## src/rtl/scan_pkg.sv

```systemverilog
package scan_pkg;

  typedef enum logic [3:0] {
    ST_TLR      = 4'd0,
    ST_RTI      = 4'd1,
    ST_SEL_DR   = 4'd2,
    ST_CAP_DR   = 4'd3,
    ST_SHF_DR   = 4'd4,
    ST_EX1_DR   = 4'd5,
    ST_PAU_DR   = 4'd6,
    ST_EX2_DR   = 4'd7,
    ST_UPD_DR   = 4'd8,
    ST_SEL_IR   = 4'd9,
    ST_CAP_IR   = 4'd10,
    ST_SHF_IR   = 4'd11,
    ST_EX1_IR   = 4'd12,
    ST_PAU_IR   = 4'd13,
    ST_EX2_IR   = 4'd14,
    ST_UPD_IR   = 4'd15
  } tap_state_e;

  typedef enum logic [2:0] {
    OP_EXTEST, OP_SAMPLE, OP_HIGHZ, OP_CLAMP, OP_BYPASS, OP_RSVD
  } op_e;

  localparam int unsigned IR_W = 8;
  localparam logic [IR_W-1:0] CODE_EXTEST = 8'h00;
  localparam logic [IR_W-1:0] CODE_SAMPLE = 8'hC0;
  localparam logic [IR_W-1:0] CODE_HIGHZ  = 8'hF0;
  localparam logic [IR_W-1:0] CODE_CLAMP  = 8'hF1;
  localparam logic [IR_W-1:0] CODE_BYPASS = 8'hFF;
  localparam logic [IR_W-1:0] IR_CAPTURE  = 8'h01;

  function automatic tap_state_e tap_next(tap_state_e s, logic m);
    case (s)
      ST_TLR:    return m ? ST_TLR    : ST_RTI;
      ST_RTI:    return m ? ST_SEL_DR : ST_RTI;
      ST_SEL_DR: return m ? ST_SEL_IR : ST_CAP_DR;
      ST_CAP_DR: return m ? ST_EX1_DR : ST_SHF_DR;
      ST_SHF_DR: return m ? ST_EX1_DR : ST_SHF_DR;
      ST_EX1_DR: return m ? ST_UPD_DR : ST_PAU_DR;
      ST_PAU_DR: return m ? ST_EX2_DR : ST_PAU_DR;
      ST_EX2_DR: return m ? ST_UPD_DR : ST_SHF_DR;
      ST_UPD_DR: return m ? ST_SEL_DR : ST_RTI;
      ST_SEL_IR: return m ? ST_TLR    : ST_CAP_IR;
      ST_CAP_IR: return m ? ST_EX1_IR : ST_SHF_IR;
      ST_SHF_IR: return m ? ST_EX1_IR : ST_SHF_IR;
      ST_EX1_IR: return m ? ST_UPD_IR : ST_PAU_IR;
      ST_PAU_IR: return m ? ST_EX2_IR : ST_PAU_IR;
      ST_EX2_IR: return m ? ST_UPD_IR : ST_SHF_IR;
      default:   return m ? ST_SEL_DR : ST_RTI;
    endcase
  endfunction

  function automatic op_e op_decode(logic [IR_W-1:0] code);
    case (code)
      CODE_EXTEST: return OP_EXTEST;
      CODE_SAMPLE: return OP_SAMPLE;
      CODE_HIGHZ:  return OP_HIGHZ;
      CODE_CLAMP:  return OP_CLAMP;
      CODE_BYPASS: return OP_BYPASS;
      default:     return OP_RSVD;
    endcase
  endfunction

  function automatic logic op_uses_chain(op_e op);
    return (op == OP_EXTEST) || (op == OP_SAMPLE);
  endfunction

  function automatic logic op_drives_latches(op_e op);
    return (op == OP_EXTEST) || (op == OP_CLAMP);
  endfunction

endpackage

```

## src/rtl/tap_fsm.sv

```systemverilog
module tap_fsm
  import scan_pkg::*;
(
  input  logic       tck,
  input  logic       trst_n,
  input  logic       tms,
  output tap_state_e state
);
  always_ff @(posedge tck or negedge trst_n) begin
    if (!trst_n) state <= ST_TLR;
    else         state <= tap_next(state, tms);
  end
endmodule

```

## src/rtl/ir_unit.sv

```systemverilog
module ir_unit
  import scan_pkg::*;
(
  input  logic            tck,
  input  logic            trst_n,
  input  logic            tdi,
  input  logic            in_tlr,
  input  logic            capture_ir,
  input  logic            shift_ir,
  input  logic            update_ir,
  output logic [IR_W-1:0] ir_code,
  output logic            ir_lsb
);
  logic [IR_W-1:0] shf_q;
  logic [IR_W-1:0] act_q;

  always_ff @(posedge tck or negedge trst_n) begin
    if (!trst_n)         shf_q <= IR_CAPTURE;
    else if (capture_ir) shf_q <= IR_CAPTURE;
    else if (shift_ir)   shf_q <= {tdi, shf_q[IR_W-1:1]};
  end

  always_ff @(negedge tck or negedge trst_n) begin
    if (!trst_n)        act_q <= CODE_BYPASS;
    else if (in_tlr)    act_q <= CODE_BYPASS;
    else if (update_ir) act_q <= shf_q;
  end

  assign ir_code = in_tlr ? CODE_BYPASS : act_q;
  assign ir_lsb  = shf_q[0];
endmodule

```

## src/rtl/bsr_cell.sv

```systemverilog
module bsr_cell (
  input  logic tck,
  input  logic trst_n,
  input  logic cap_en,
  input  logic shf_en,
  input  logic upd_en,
  input  logic cap_d,
  input  logic ser_d,
  output logic ser_q,
  output logic upd_q
);
  always_ff @(posedge tck or negedge trst_n) begin
    if (!trst_n)     ser_q <= 1'b0;
    else if (cap_en) ser_q <= cap_d;
    else if (shf_en) ser_q <= ser_d;
  end

  always_ff @(negedge tck or negedge trst_n) begin
    if (!trst_n)     upd_q <= 1'b0;
    else if (upd_en) upd_q <= ser_q;
  end
endmodule

```

## src/rtl/bsr_chain.sv

```systemverilog
module bsr_chain #(
  parameter int unsigned LEN = 169
) (
  input  logic           tck,
  input  logic           trst_n,
  input  logic           cap_en,
  input  logic           shf_en,
  input  logic           upd_en,
  input  logic           tdi,
  input  logic [LEN-1:0] cap_vec,
  output logic [LEN-1:0] upd_vec,
  output logic           chain_lsb
);
  logic [LEN:0]   link;
  logic [LEN-1:0] ser_q;

  assign link[LEN] = tdi;

  for (genvar i = 0; i < LEN; i++) begin : g_cell
    bsr_cell u_cell (
      .tck    (tck),
      .trst_n (trst_n),
      .cap_en (cap_en),
      .shf_en (shf_en),
      .upd_en (upd_en),
      .cap_d  (cap_vec[i]),
      .ser_d  (link[i+1]),
      .ser_q  (ser_q[i]),
      .upd_q  (upd_vec[i])
    );
    assign link[i] = ser_q[i];
  end

  assign chain_lsb = link[0];
endmodule

```

## src/rtl/scan_port.sv

```systemverilog
module scan_port
  import scan_pkg::*;
#(
  parameter int unsigned BSR_LEN = 169,
  parameter int unsigned NPIN    = 48,
  localparam int unsigned IN_W   = BSR_LEN - 2*NPIN
) (
  input  logic            tck,
  input  logic            trst_n,
  input  logic            tms,
  input  logic            tdi,
  output logic            tdo,
  output logic            tdo_oe,
  input  logic [NPIN-1:0] core_do,
  input  logic [NPIN-1:0] core_oe,
  input  logic [IN_W-1:0] pad_in,
  output logic [NPIN-1:0] pad_do,
  output logic [NPIN-1:0] pad_oe,
  output logic [IR_W-1:0] ir_code
);
  tap_state_e state;
  logic in_tlr, capture_ir, shift_ir, update_ir;
  logic capture_dr, shift_dr, update_dr;
  logic ir_lsb, chain_lsb, byp_q;
  logic sel_chain, drive_latch, force_off;
  op_e  op;
  logic [BSR_LEN-1:0] upd_vec;

  tap_fsm u_fsm (
    .tck    (tck),
    .trst_n (trst_n),
    .tms    (tms),
    .state  (state)
  );

  assign in_tlr     = (state == ST_TLR);
  assign capture_ir = (state == ST_CAP_IR);
  assign shift_ir   = (state == ST_SHF_IR);
  assign update_ir  = (state == ST_UPD_IR);
  assign capture_dr = (state == ST_CAP_DR);
  assign shift_dr   = (state == ST_SHF_DR);
  assign update_dr  = (state == ST_UPD_DR);

  ir_unit u_ir (
    .tck        (tck),
    .trst_n     (trst_n),
    .tdi        (tdi),
    .in_tlr     (in_tlr),
    .capture_ir (capture_ir),
    .shift_ir   (shift_ir),
    .update_ir  (update_ir),
    .ir_code    (ir_code),
    .ir_lsb     (ir_lsb)
  );

  assign op          = op_decode(ir_code);
  assign sel_chain   = op_uses_chain(op);
  assign drive_latch = op_drives_latches(op);
  assign force_off   = (op == OP_HIGHZ);

  always_ff @(posedge tck or negedge trst_n) begin
    if (!trst_n)                       byp_q <= 1'b0;
    else if (capture_dr && !sel_chain) byp_q <= 1'b0;
    else if (shift_dr && !sel_chain)   byp_q <= tdi;
  end

  bsr_chain #(.LEN(BSR_LEN)) u_chain (
    .tck       (tck),
    .trst_n    (trst_n),
    .cap_en    (capture_dr && sel_chain),
    .shf_en    (shift_dr && sel_chain),
    .upd_en    (update_dr && sel_chain),
    .tdi       (tdi),
    .cap_vec   ({pad_in, core_oe, core_do}),
    .upd_vec   (upd_vec),
    .chain_lsb (chain_lsb)
  );

  always_ff @(negedge tck or negedge trst_n) begin
    if (!trst_n) begin
      tdo    <= 1'b0;
      tdo_oe <= 1'b0;
    end else begin
      tdo_oe <= shift_ir || shift_dr;
      if (shift_ir)       tdo <= ir_lsb;
      else if (sel_chain) tdo <= chain_lsb;
      else                tdo <= byp_q;
    end
  end

  always_comb begin
    pad_do = core_do;
    pad_oe = core_oe;
    if (drive_latch) begin
      pad_do = upd_vec[NPIN-1:0];
      pad_oe = upd_vec[2*NPIN-1:NPIN];
    end else if (force_off) begin
      pad_oe = '0;
    end
  end
endmodule

```

## config.mk

```make
export PLATFORM = sky130hd
export DESIGN_NAME = scan_port
export DESIGN_NICKNAME = d
export VERILOG_FILES = /design/src/rtl/scan_pkg.sv /design/src/rtl/tap_fsm.sv /design/src/rtl/ir_unit.sv /design/src/rtl/bsr_cell.sv /design/src/rtl/bsr_chain.sv /design/src/rtl/scan_port.sv
export SDC_FILE = /design/constraint.sdc
export NUM_CORES = 1
export LEC_CHECK = 0
export CORE_UTILIZATION = 30
export CTS_CLUSTER_SIZE = 40
export DETAILED_ROUTE_END_ITERATION = 8
export HOLD_SLACK_MARGIN = 0.03
export SLEW_MARGIN = 20
export SYNTH_ARGS = -nofsm -noshare
export SYNTH_HDL_FRONTEND = slang
export SYNTH_SLANG_ARGS = --single-unit
```

## constraint.sdc

```tcl
create_clock -name tck -period 2.26 [get_ports tck]
set_input_delay 0.339 -clock tck [delete_from_list [all_inputs] [get_ports tck]]
set_output_delay 0.339 -clock tck [all_outputs]
set_load 0.05 [all_outputs]
```

; ---- Word-level counts from Yosys, hierarchy flattened
; Cells that the tools add are included.
[op_classes]
n_mux = 364
eq_ne = 21
reduce_logical = 18
[ops]
columns = cell, count
row1 = 1-bit two-way mux, 345
row2 = 48-bit two-way mux, 3
row3 = 4-bit one-hot mux with 11 select lines, 1
row4 = 8-bit two-way mux, 5
row5 = "4-bit equality test, second input constant", 8
row6 = "8-bit equality test, second input constant", 4
row7 = "4-bit by 3-bit equality test with 1-bit output, second input constant", 4
row8 = 4-bit two-way mux, 4
row9 = 3-bit one-hot mux with 5 select lines, 1
row10 = "4-bit by 2-bit equality test with 1-bit output, second input constant", 2
row11 = 8-bit zero test, 1
row12 = 2-bit nonzero test, 4
row13 = "3-bit by 2-bit equality test with 1-bit output, second input constant", 2
row14 = 2-bit two-way mux, 3
row15 = 3-bit two-way mux, 2
row16 = 1-bit logical AND, 5
row17 = 4-bit zero test, 1
row18 = 2-bit OR reduction, 2
row19 = "3-bit by 1-bit equality test with 1-bit output, second input constant", 1
row20 = 3-bit zero test, 1
row21 = 1-bit logical OR, 3
row22 = 1-bit zero test, 1
[totals]
ff_bits = 288
elab_cells = 674
output_inout_bits = 106

; ---- Longest topological paths before layout
; Gate-level depths: netlist of the first run.
[logic_depth]
depth_word = 10
ltp_mapped = 8
mapped_depth_nobuf = 4

; ---- Cells and area by module
; Synthesis of the first run repeated with hierarchy kept, for this count alone.
[unflattened]
hier_cells = 1257
hier_area_um2 = 16547.1
[by_module_without_submodules]
columns = mod, area_per_inst_um2, cells_per_inst, instances
row1 = bsr_cell, 83.8, 6, 169
row2 = scan_port, 1353.8, 147, 1
row3 = ir_unit, 729.4, 61, 1
row4 = tap_fsm, 296.5, 35, 1

==> results, run 1 <==
- The flow ran to the end, but the final reports show violations.
- The final reports fail on negative setup slack.
- The total wire length is 41.1 mm.
- The average wire per standard cell is 20.1 um.
- The initialized floorplan defines 80 standard-cell rows.
- The arithmetic-cell share of the synthesized area counting full adders, half adders and majority gates is 0%.
- The chip width is 223 um.
- After Yosys synthesis, and, or, nand and nor cells account for 2.58% of the synthesized area.
- The clock drives 288 sinks.
- The number of antenna diodes in the final layout is 0.
- The buffer levels on the longest clock path is 3.
- After the first detailed-routing iteration, the DRC count stood at 347.
- The total overflow left after global routing is 0.
- The flop and latch count out of synthesis is 288.
- The number of remaining DRC errors is 0.
- The first TritonRoute pass finished after 4 iterations.
- The initial antenna violation count was 2.
- The total clock buffers created by CTS is 36.
- 279 I/O pins were placed.
- The actual transition at the worst max-transition pin is 0.420 ns.
- The number of hold violations in the final report is 0.
- The number of nets in the final layout is 1,583.
- The critical path capture point type is an output port.
- Routability-driven placement finished with a final weighted congestion of 0.779.
- The number of nets produced by synthesis is 1,183.
- The area enclosed by the die boundary is 49,700 sq um.
- Using the TritonRoute via totals, the vias-per-cell ratio works out to 4.77.
- Clock-pin slew was measured on the worst setup and hold paths at 0.05 ns.
- CTS placed an instance of sky130_fd_sc_hd__clkbuf_16 at the clock tree root.
- In this run the worst hold path is classified as in2async.
- The normalized max-slew margin is 71.9%.
- The number of max-slew violations in the final report is 0.
- Setup slack on the critical path of the routed design comes to -1.65 ns.
- The height of the die is 223 um.
- The via count of the first global-routing pass came to 10,700.
- The leakage power figure is 11.1 nW.
- The critical path buffer and inverter count is 3.
- The flop-to-flop setup slack is -1.23 ns.
- Across the routed clock network, the largest skew measured is 0.0706 ns.
- The first global-routing pass estimated 63.8 mm of wire.
- CTS built an H-tree with a depth of 2.
- The cell count after synthesis is 1,010.
- At the later pin of the worst-skew pair, clock insertion delay measures 0.59 ns.
- Averaged over all synthesized cells, the footprint is 14.5 sq um.
- The number of I/O port buffers is 278.
- The number of distinct standard cells referenced by the synthesized netlist is 41.
- The number of cells on the worst reg-to-reg path is 10.
- The count of filler cells inserted in the layout is 4,106.
- Summing the areas of all xor and xnor instances in the mapped netlist gives 0.0599% of the synthesized area.
- The most used flip-flop cell after synthesis is sky130_fd_sc_hd__dfrtp_1.
- Counting flops with an async set or reset pin after synthesis yields a share of 100%.
- The required time at the endpoint of the critical path is 1.92 ns.
- The area growth from synthesis to layout is 53.5%.
- The cell family contributing the most delay on the critical path is buffers and inverters.
- In this run the critical register-to-register path is launched from u_ir.act_q[7]$_DFFE_NN1P_.
- Setup violations remaining at the end of the flow were counted as 382.
- The final-layout setup total negative slack is -433.84 ns.
- Across every metal layer, demand over resource in global routing totals 16.5%.
- The TritonCTS clock tree is done.
- In this run the worst path has a maximum fanout of 9.
- The critical path goes through and4_4 -> a22oi_2 -> nor2_4 -> buf_12 -> buf_6 -> mux2_4 -> buf_4.
- The main combinational cell family by area after synthesis is multiplexers.
- During synthesis, Yosys emitted a total of 0 warnings.
- The biggest area contributor in the post-synthesis netlist is sky130_fd_sc_hd__dfrtp_1.
- Summed over its instances, the top area cell type makes up 31.0% of the synthesized netlist area.
- By instance count, the leading cell after synthesis is sky130_fd_sc_hd__mux2_2.
- In the post-synthesis netlist, the biggest area contributors are sky130_fd_sc_hd__dfrtp_1 (31%), sky130_fd_sc_hd__mux2_2 (27%), sky130_fd_sc_hd__dfrtn_1 (17%).
- The critical path in this run is classified as reg2out.
- The area of the mapped netlist is 14,600 sq um.
- The worst register-to-register path ends at u_chain.g_cell[133].u_cell.ser_q$_DFFE_PN0P_.
- The portion of synthesized area spent on multiplexers is 40.0%.
- For the worst setup path, the data arrival time is 3.57 ns.
- The area fraction in compound gates after synthesis is 4.67%.
- Setup repair after global routing could not meet its margin everywhere.
- Entering global routing, the biggest net connects 57 pins.
- The post-route netlist has 59.5% of its cells at a drive strength greater than 1.
- After synthesis, the most frequently instantiated cells are sky130_fd_sc_hd__mux2_2 (357), sky130_fd_sc_hd__dfrtp_1 (181), sky130_fd_sc_hd__mux2_4 (110), sky130_fd_sc_hd__dfrtn_1 (98), sky130_fd_sc_hd__a22o_1 (49).
- Yosys mapped a number of flops with a built-in enable equal to 0.
- The peak ir drop on the vdd network is 0.412 mV.
- The maximum cell stage delay along the critical path is 0.54 ns.
- The core outline area is 47,900 sq um.
- The total half-perimeter wirelength after legalization and detailed placement is 28.5 mm.
- The detailed router placed 9,783 vias in this run.
- Max-cap violations in this run came to 0.
- The worst-case hold slack is 0.228 ns.
- The worst setup path is launched from a flip-flop.
- The cell with the largest stage delay on the worst path is sky130_fd_sc_hd__dfstp_2.
- Dividing total power by cell area gives a power density of 702 nW/um^2.
- The register area share after synthesis is 49.3%.
- For this configuration, the core starts out at a cell density of 30.5%.
- The detail route stage leaves a number of antenna-violating nets equal to 0.
==> worst max path at each step <==
stage / from / end / slack [ns] / depth (start not counted)
after floorplan: u_ir.act_q[7]$_DFFE_NN1P_ / pad_do[10] / -0.87 / 5
after global placement: u_ir.act_q[1]$_DFFE_NN1P_ / pad_do[33] / -1.14 / 6
after detailed placement: u_ir.act_q[7]$_DFFE_NN1P_ / pad_do[46] / -1.18 / 6
after CTS: u_ir.act_q[7]$_DFFE_NN1P_ / pad_do[0] / -1.67 / 7
after global routing: u_ir.act_q[7]$_DFFE_NN1P_ / pad_do[7] / -1.74 / 7
final: u_ir.act_q[7]$_DFFE_NN1P_ / pad_do[7] / -1.65 / 7
==> stage by stage <==
stage | instances | total power, mW | util, % | instance area (sq um) | worst slack, ns
global placement | 1940 | 9.97 | 41.9 | 20100 | -1.14
finish | 2050 | 15.8 | 46.9 | 22500 | -1.65
detailed placement | 1940 | 10.0 | 41.9 | 20100 | -1.18
CTS | 2037 | 15.9 | 46.1 | 22100 | -1.67
floorplan | 1010 | 8.01 | - | 15300 | -0.867
global route | 2050 | 16.4 | 46.9 | 22500 | -1.74
==> layout by cell type (no fill, tap or decap), types with 8 or more instances in the layout <==
cell                              instances
sky130_fd_sc_hd__mux2_2                 309
sky130_fd_sc_hd__dfrtp_1                181
sky130_fd_sc_hd__clkdlybuf4s50_1        171
sky130_fd_sc_hd__mux2_4                 158
sky130_fd_sc_hd__buf_12                 101
sky130_fd_sc_hd__dfrtn_1                 98
sky130_fd_sc_hd__buf_4                   70
sky130_fd_sc_hd__a22o_4                  46
sky130_fd_sc_hd__clkbuf_16               46
sky130_fd_sc_hd__buf_6                   46
sky130_fd_sc_hd__nand2_1                 30
sky130_fd_sc_hd__buf_16                  22
sky130_fd_sc_hd__o21ai_0                 19
sky130_fd_sc_hd__mux2_1                  16
sky130_fd_sc_hd__inv_1                   10
sky130_fd_sc_hd__dfstp_2                  9
sky130_fd_sc_hd__a22oi_1                  8
sky130_fd_sc_hd__or2_2                    8
sky130_fd_sc_hd__clkinv_2                 8
sky130_fd_sc_hd__clkbuf_1                 8
sky130_fd_sc_hd__buf_8                    8
==> flip-flops by register name, indices dropped and copies added (netlist names) <==
register,cells
u_chain.g_cell.u_cell.upd_q,96
u_fsm.state,4
tdo,1
u_ir.act_q,8
byp_q,1
tdo_oe,1
u_chain.g_cell.u_cell.ser_q,169
u_ir.shf_q,8
==> kinds of logic (layout without fill, tap and decap cells) <==
family	Yosys count	after routing
AO/OA/AOI/OAI	91	91
XOR/XNOR	1	1
buffers and inverters	76	501
flip-flops	288	288
multiplexers	483	483
AND/OR/NAND/NOR	71	71
==> what timing repair did <==
action / 4_1_cts / 5_1_grt
setup buffers: 11 / 5
endpoints found under the setup margin: 382 / 382
gates cloned: 15 / 9
resized for setup: 74 / 24
hold buffers: 1 / 0
hold endpoints to repair: 130 / 0
pin swaps: 9 / 1
==> routing by layer <==
| layer | wire [um] | GRT usage, % |
|---|---|---|
| met1 | 18100 | 21.2 |
| met2 | 19700 | 26.9 |
| met3 | 2280 | 4.24 |
| met4 | 1030 | 5.45 |
| met5 | 13 | 0 |
==> cell type report <==
| class | instances | area (sq um) | share of cell area, % |
|---|---|---|---|
| Multi-Input combinational cell | 646 | 7570 | 33.7 |
| Sequential cell | 288 | 7220 | 32.1 |
| Timing Repair Buffer | 428 | 5740 | 25.5 |
| Clock buffer | 51 | 1040 | 4.62 |
| Tap cell | 615 | 769 | 3.43 |
| Clock inverter | 20 | 123 | 0.546 |
| Inverter | 2 | 7.51 | 0.0334 |
==> report_power, final <==
part,internal [mW],switching [mW],total (mW)
combinational,2.43,2.15,4.58
clock,3.33,2.28,5.61
sequential,5.40,0.167,5.57
total,11.2,4.60,15.8
(Power assumes the default switching activity.)
==> run 2, diff against run 1 <==
--- a/config.mk
+++ b/config.mk
@@ -6,6 +6,7 @@
 export NUM_CORES = 1
 export LEC_CHECK = 0
 export CORE_UTILIZATION = 30
+export CTS_BUF_LIST = sky130_fd_sc_hd__clkbuf_4 sky130_fd_sc_hd__clkbuf_8
 export CTS_CLUSTER_SIZE = 40
 export DETAILED_ROUTE_END_ITERATION = 8
 export HOLD_SLACK_MARGIN = 0.03
==> results, run 2 (synthesis gave the netlist of run 1 again) <==
- The run finished, with violations left.
- The checks that failed: negative setup slack.
- The pin count of the biggest net entering global routing is 57.
- The utilization of the core after routing is 46.6%.
- The register with the most flip-flops in the layout has 169 of them.
- The number of max-slew violations in the final report was 0.
- The area of all placed cells without fillers is 22,400 sq um.
- u_chain.g_cell.u_cell.ser_q holds more flip-flops than any other register.
- For this run, design rule violations remaining after detail routing come to 0.
- After detailed routing, the average wire length per cell comes to 19.7 um.
- The initial antenna violation count is 2.
- Data on the critical path arrives at its endpoint at 3.58 ns.
- The met2 wire length is 19.8 mm.
- The final-layout setup total negative slack is -420.68 ns.
- The violation count after the first detailed-routing iteration is 295.
- In this run, CTS created clock tree buffers numbering 52.
- The number of antenna cells inserted is 0.
- The routed layout has 9,877 vias.
- The number of nets in the final layout is 1,600.
- The total met3 wirelength after detailed routing is 2.50 mm.
- The TritonCTS clock tree is done.
- The max-cap check violation count is 0.
- The uppermost layer routed is met5.
- The cell chosen for the clock root is sky130_fd_sc_hd__clkbuf_8.
- The worst-case setup slack after placement is -1.18 ns.
- The setup slack of the critical path after layout is -1.66 ns.
- The total power draw is 15.7 mW.
- The die is 223 um wide.
- Global routing used 16.3% of the available tracks.
- The area enclosed by the die boundary is 49,700 sq um.
- The number of detailed-routing iterations run before antenna repair is 4.
- The buffer levels on the longest clock path is 3.
- For this design the top-level I/O count stands at 279.
- The via count of the first global-routing pass is 10,800.
- Summed over all layers, the routed wires come to 41.1 mm.
- Summed over all nets, the half-perimeter wirelength after detailed placement is 28.5 mm.
- Setup repair after global routing could not meet its margin everywhere.
- The routed length on met1 is 18.0 mm.
- Leaving out fill and tap cells, the most frequent cells in the layout are sky130_fd_sc_hd__mux2_2 (309), sky130_fd_sc_hd__dfrtp_1 (180), sky130_fd_sc_hd__clkdlybuf4s50_1 (171).
- The worst setup path is of the reg2out kind.
- The worst-case IR drop observed on VDD is 0.483 mV.
- Data on the critical path is required at its endpoint by 1.92 ns.
- The height of the die is 223 um.
- The total area inside the core boundary comes to 47,900 sq um.
- The global-route wire length before repair is 63.6 mm.
- The number of hold violations in the final report came to 0.
- The total overflow left after global routing is 0.
- Counting every sink on the clock net gives 288.
- The commonest non-fill, non-tap cell in the layout is sky130_fd_sc_hd__mux2_2.
- The area overhead of the layout relative to synthesis is 52.8%.
- The critical path capture point type is an output port.
- Counting tap cells, the placed design contains a total of 1,940 instances.
- After detailed placement, the total cell area comes to 20,100 sq um.
- The count of endpoints failing setup in the final report is 382.
- After floorplanning, the core was divided into 80 placement rows.
- The type of origin of the critical path is a flip-flop.
- The H-tree was split into 2 levels.
- The number of I/O port buffers is 278.
- Hold timing on the final database bottoms out at a slack of 0.150 ns.
- The clock arrives with 0.0644 ns of skew.
- The total power density per cell area is 702 nW/um^2.
- Clock-pin slew was measured on the worst setup and hold paths at 0.06 ns.
- The normalized max-slew margin is 72.0%.
- The largest registers in the layout are u_chain.g_cell.u_cell.ser_q x169, u_chain.g_cell.u_cell.upd_q x96.
- The leakage power figure is 11.1 nW.
- The count of nets left with antenna violations once routing finished came out at 0.
- The min-delay analysis places its worst path in the category in2async.
- For this run, the number of standard cells in the final layout without fillers is 2,086.
- For this configuration, the core starts out at a cell density of 30.5%.
- The maximum fanout encountered on the critical timing path is 11.
- The congestion estimate from routability-driven global placement came to 0.779.
- The actual transition at the worst max-transition pin is 0.418 ns.
- Cells with a size suffix above 1 make up 61.3% of the layout.
- The source-to-sink clock delay at the later pin of the worst-skew pair is 0.62 ns.
- After detailed routing, the number of vias per cell comes to 4.73.
[run 2: cell count changes in the layout (fill, tap and decap cells not counted), moves of 7 or more]
| cell | delta |
|---|---|
| sky130_fd_sc_hd__clkbuf_16 | -39 |
| sky130_fd_sc_hd__buf_6 | +7 |
| sky130_fd_sc_hd__clkbuf_4 | +25 |
| sky130_fd_sc_hd__clkbuf_1 | -8 |
| sky130_fd_sc_hd__clkbuf_8 | +55 |
[run 2: worst paths after layout]
path / from / to / slack (ns) / cells past startpoint
worst max-delay path: u_ir.act_q[4]$_DFFE_NN1P_ / pad_do[12] / -1.66 / 7
worst min-delay path: trst_n / u_chain.g_cell[42].u_cell.ser_q$_DFFE_PN0P_ / 0.15 / 2
worst max register to register: u_ir.act_q[7]$_DFFE_NN1P_ / u_chain.g_cell[96].u_cell.ser_q$_DFFE_PN0P_ / -1.15 / 10
worst min register to register: u_chain.g_cell[85].u_cell.upd_q$_DFFE_NN0P_ / u_chain.g_cell[85].u_cell.upd_q$_DFFE_NN0P_ / 0.44 / 1
max in group asynchronous: trst_n / u_chain.g_cell[17].u_cell.upd_q$_DFFE_NN0P_ / 0.45 / 3
min in group tck: u_chain.g_cell[85].u_cell.upd_q$_DFFE_NN0P_ / u_chain.g_cell[85].u_cell.upd_q$_DFFE_NN0P_ / 0.44 / 1
[run 2: worst max-delay path, stage by stage (launching register included)]
cell                      delay [ns]
sky130_fd_sc_hd__dfstp_2        0.54
sky130_fd_sc_hd__and4_4         0.24
sky130_fd_sc_hd__a22oi_2        0.07
sky130_fd_sc_hd__nor2_4         0.11
sky130_fd_sc_hd__buf_12         0.19
sky130_fd_sc_hd__buf_16         0.18
sky130_fd_sc_hd__mux2_4         0.32
sky130_fd_sc_hd__buf_6          0.15
[run 2: where the power goes]
part | internal [mW] | switching [mW] | total [mW]
logic | 2.46 | 2.18 | 4.64
clock network | 3.23 | 2.25 | 5.48
registers | 5.41 | 0.175 | 5.58
total | 11.1 | 4.61 | 15.7
[run 2: per-layer routing]
layer,up-vias,track usage (%)
met1,5008,21.0
met5,-,0
met2,250,26.6
met4,2,5.14
met3,49,4.47
li1,4568,-
[run 2: cell type report]
type / count / area [sq um]
Inverter: 2 / 7.51
Tap cell: 615 / 769
Fill cell: 4148 / 25600
Clock inverter: 20 / 168
Multi-Input combinational cell: 646 / 7590
Clock buffer: 86 / 1030
Timing Repair Buffer: 429 / 5590
Sequential cell: 288 / 7220
[run 2: what timing repair did]
action,CTS,global route
pin swaps,14,6
hold buffers,1,0
buffers inserted,13,12
gates cloned,8,9
endpoints found under the setup margin,382,382
endpoints found under the hold margin,130,0
gates resized for setup,73,31
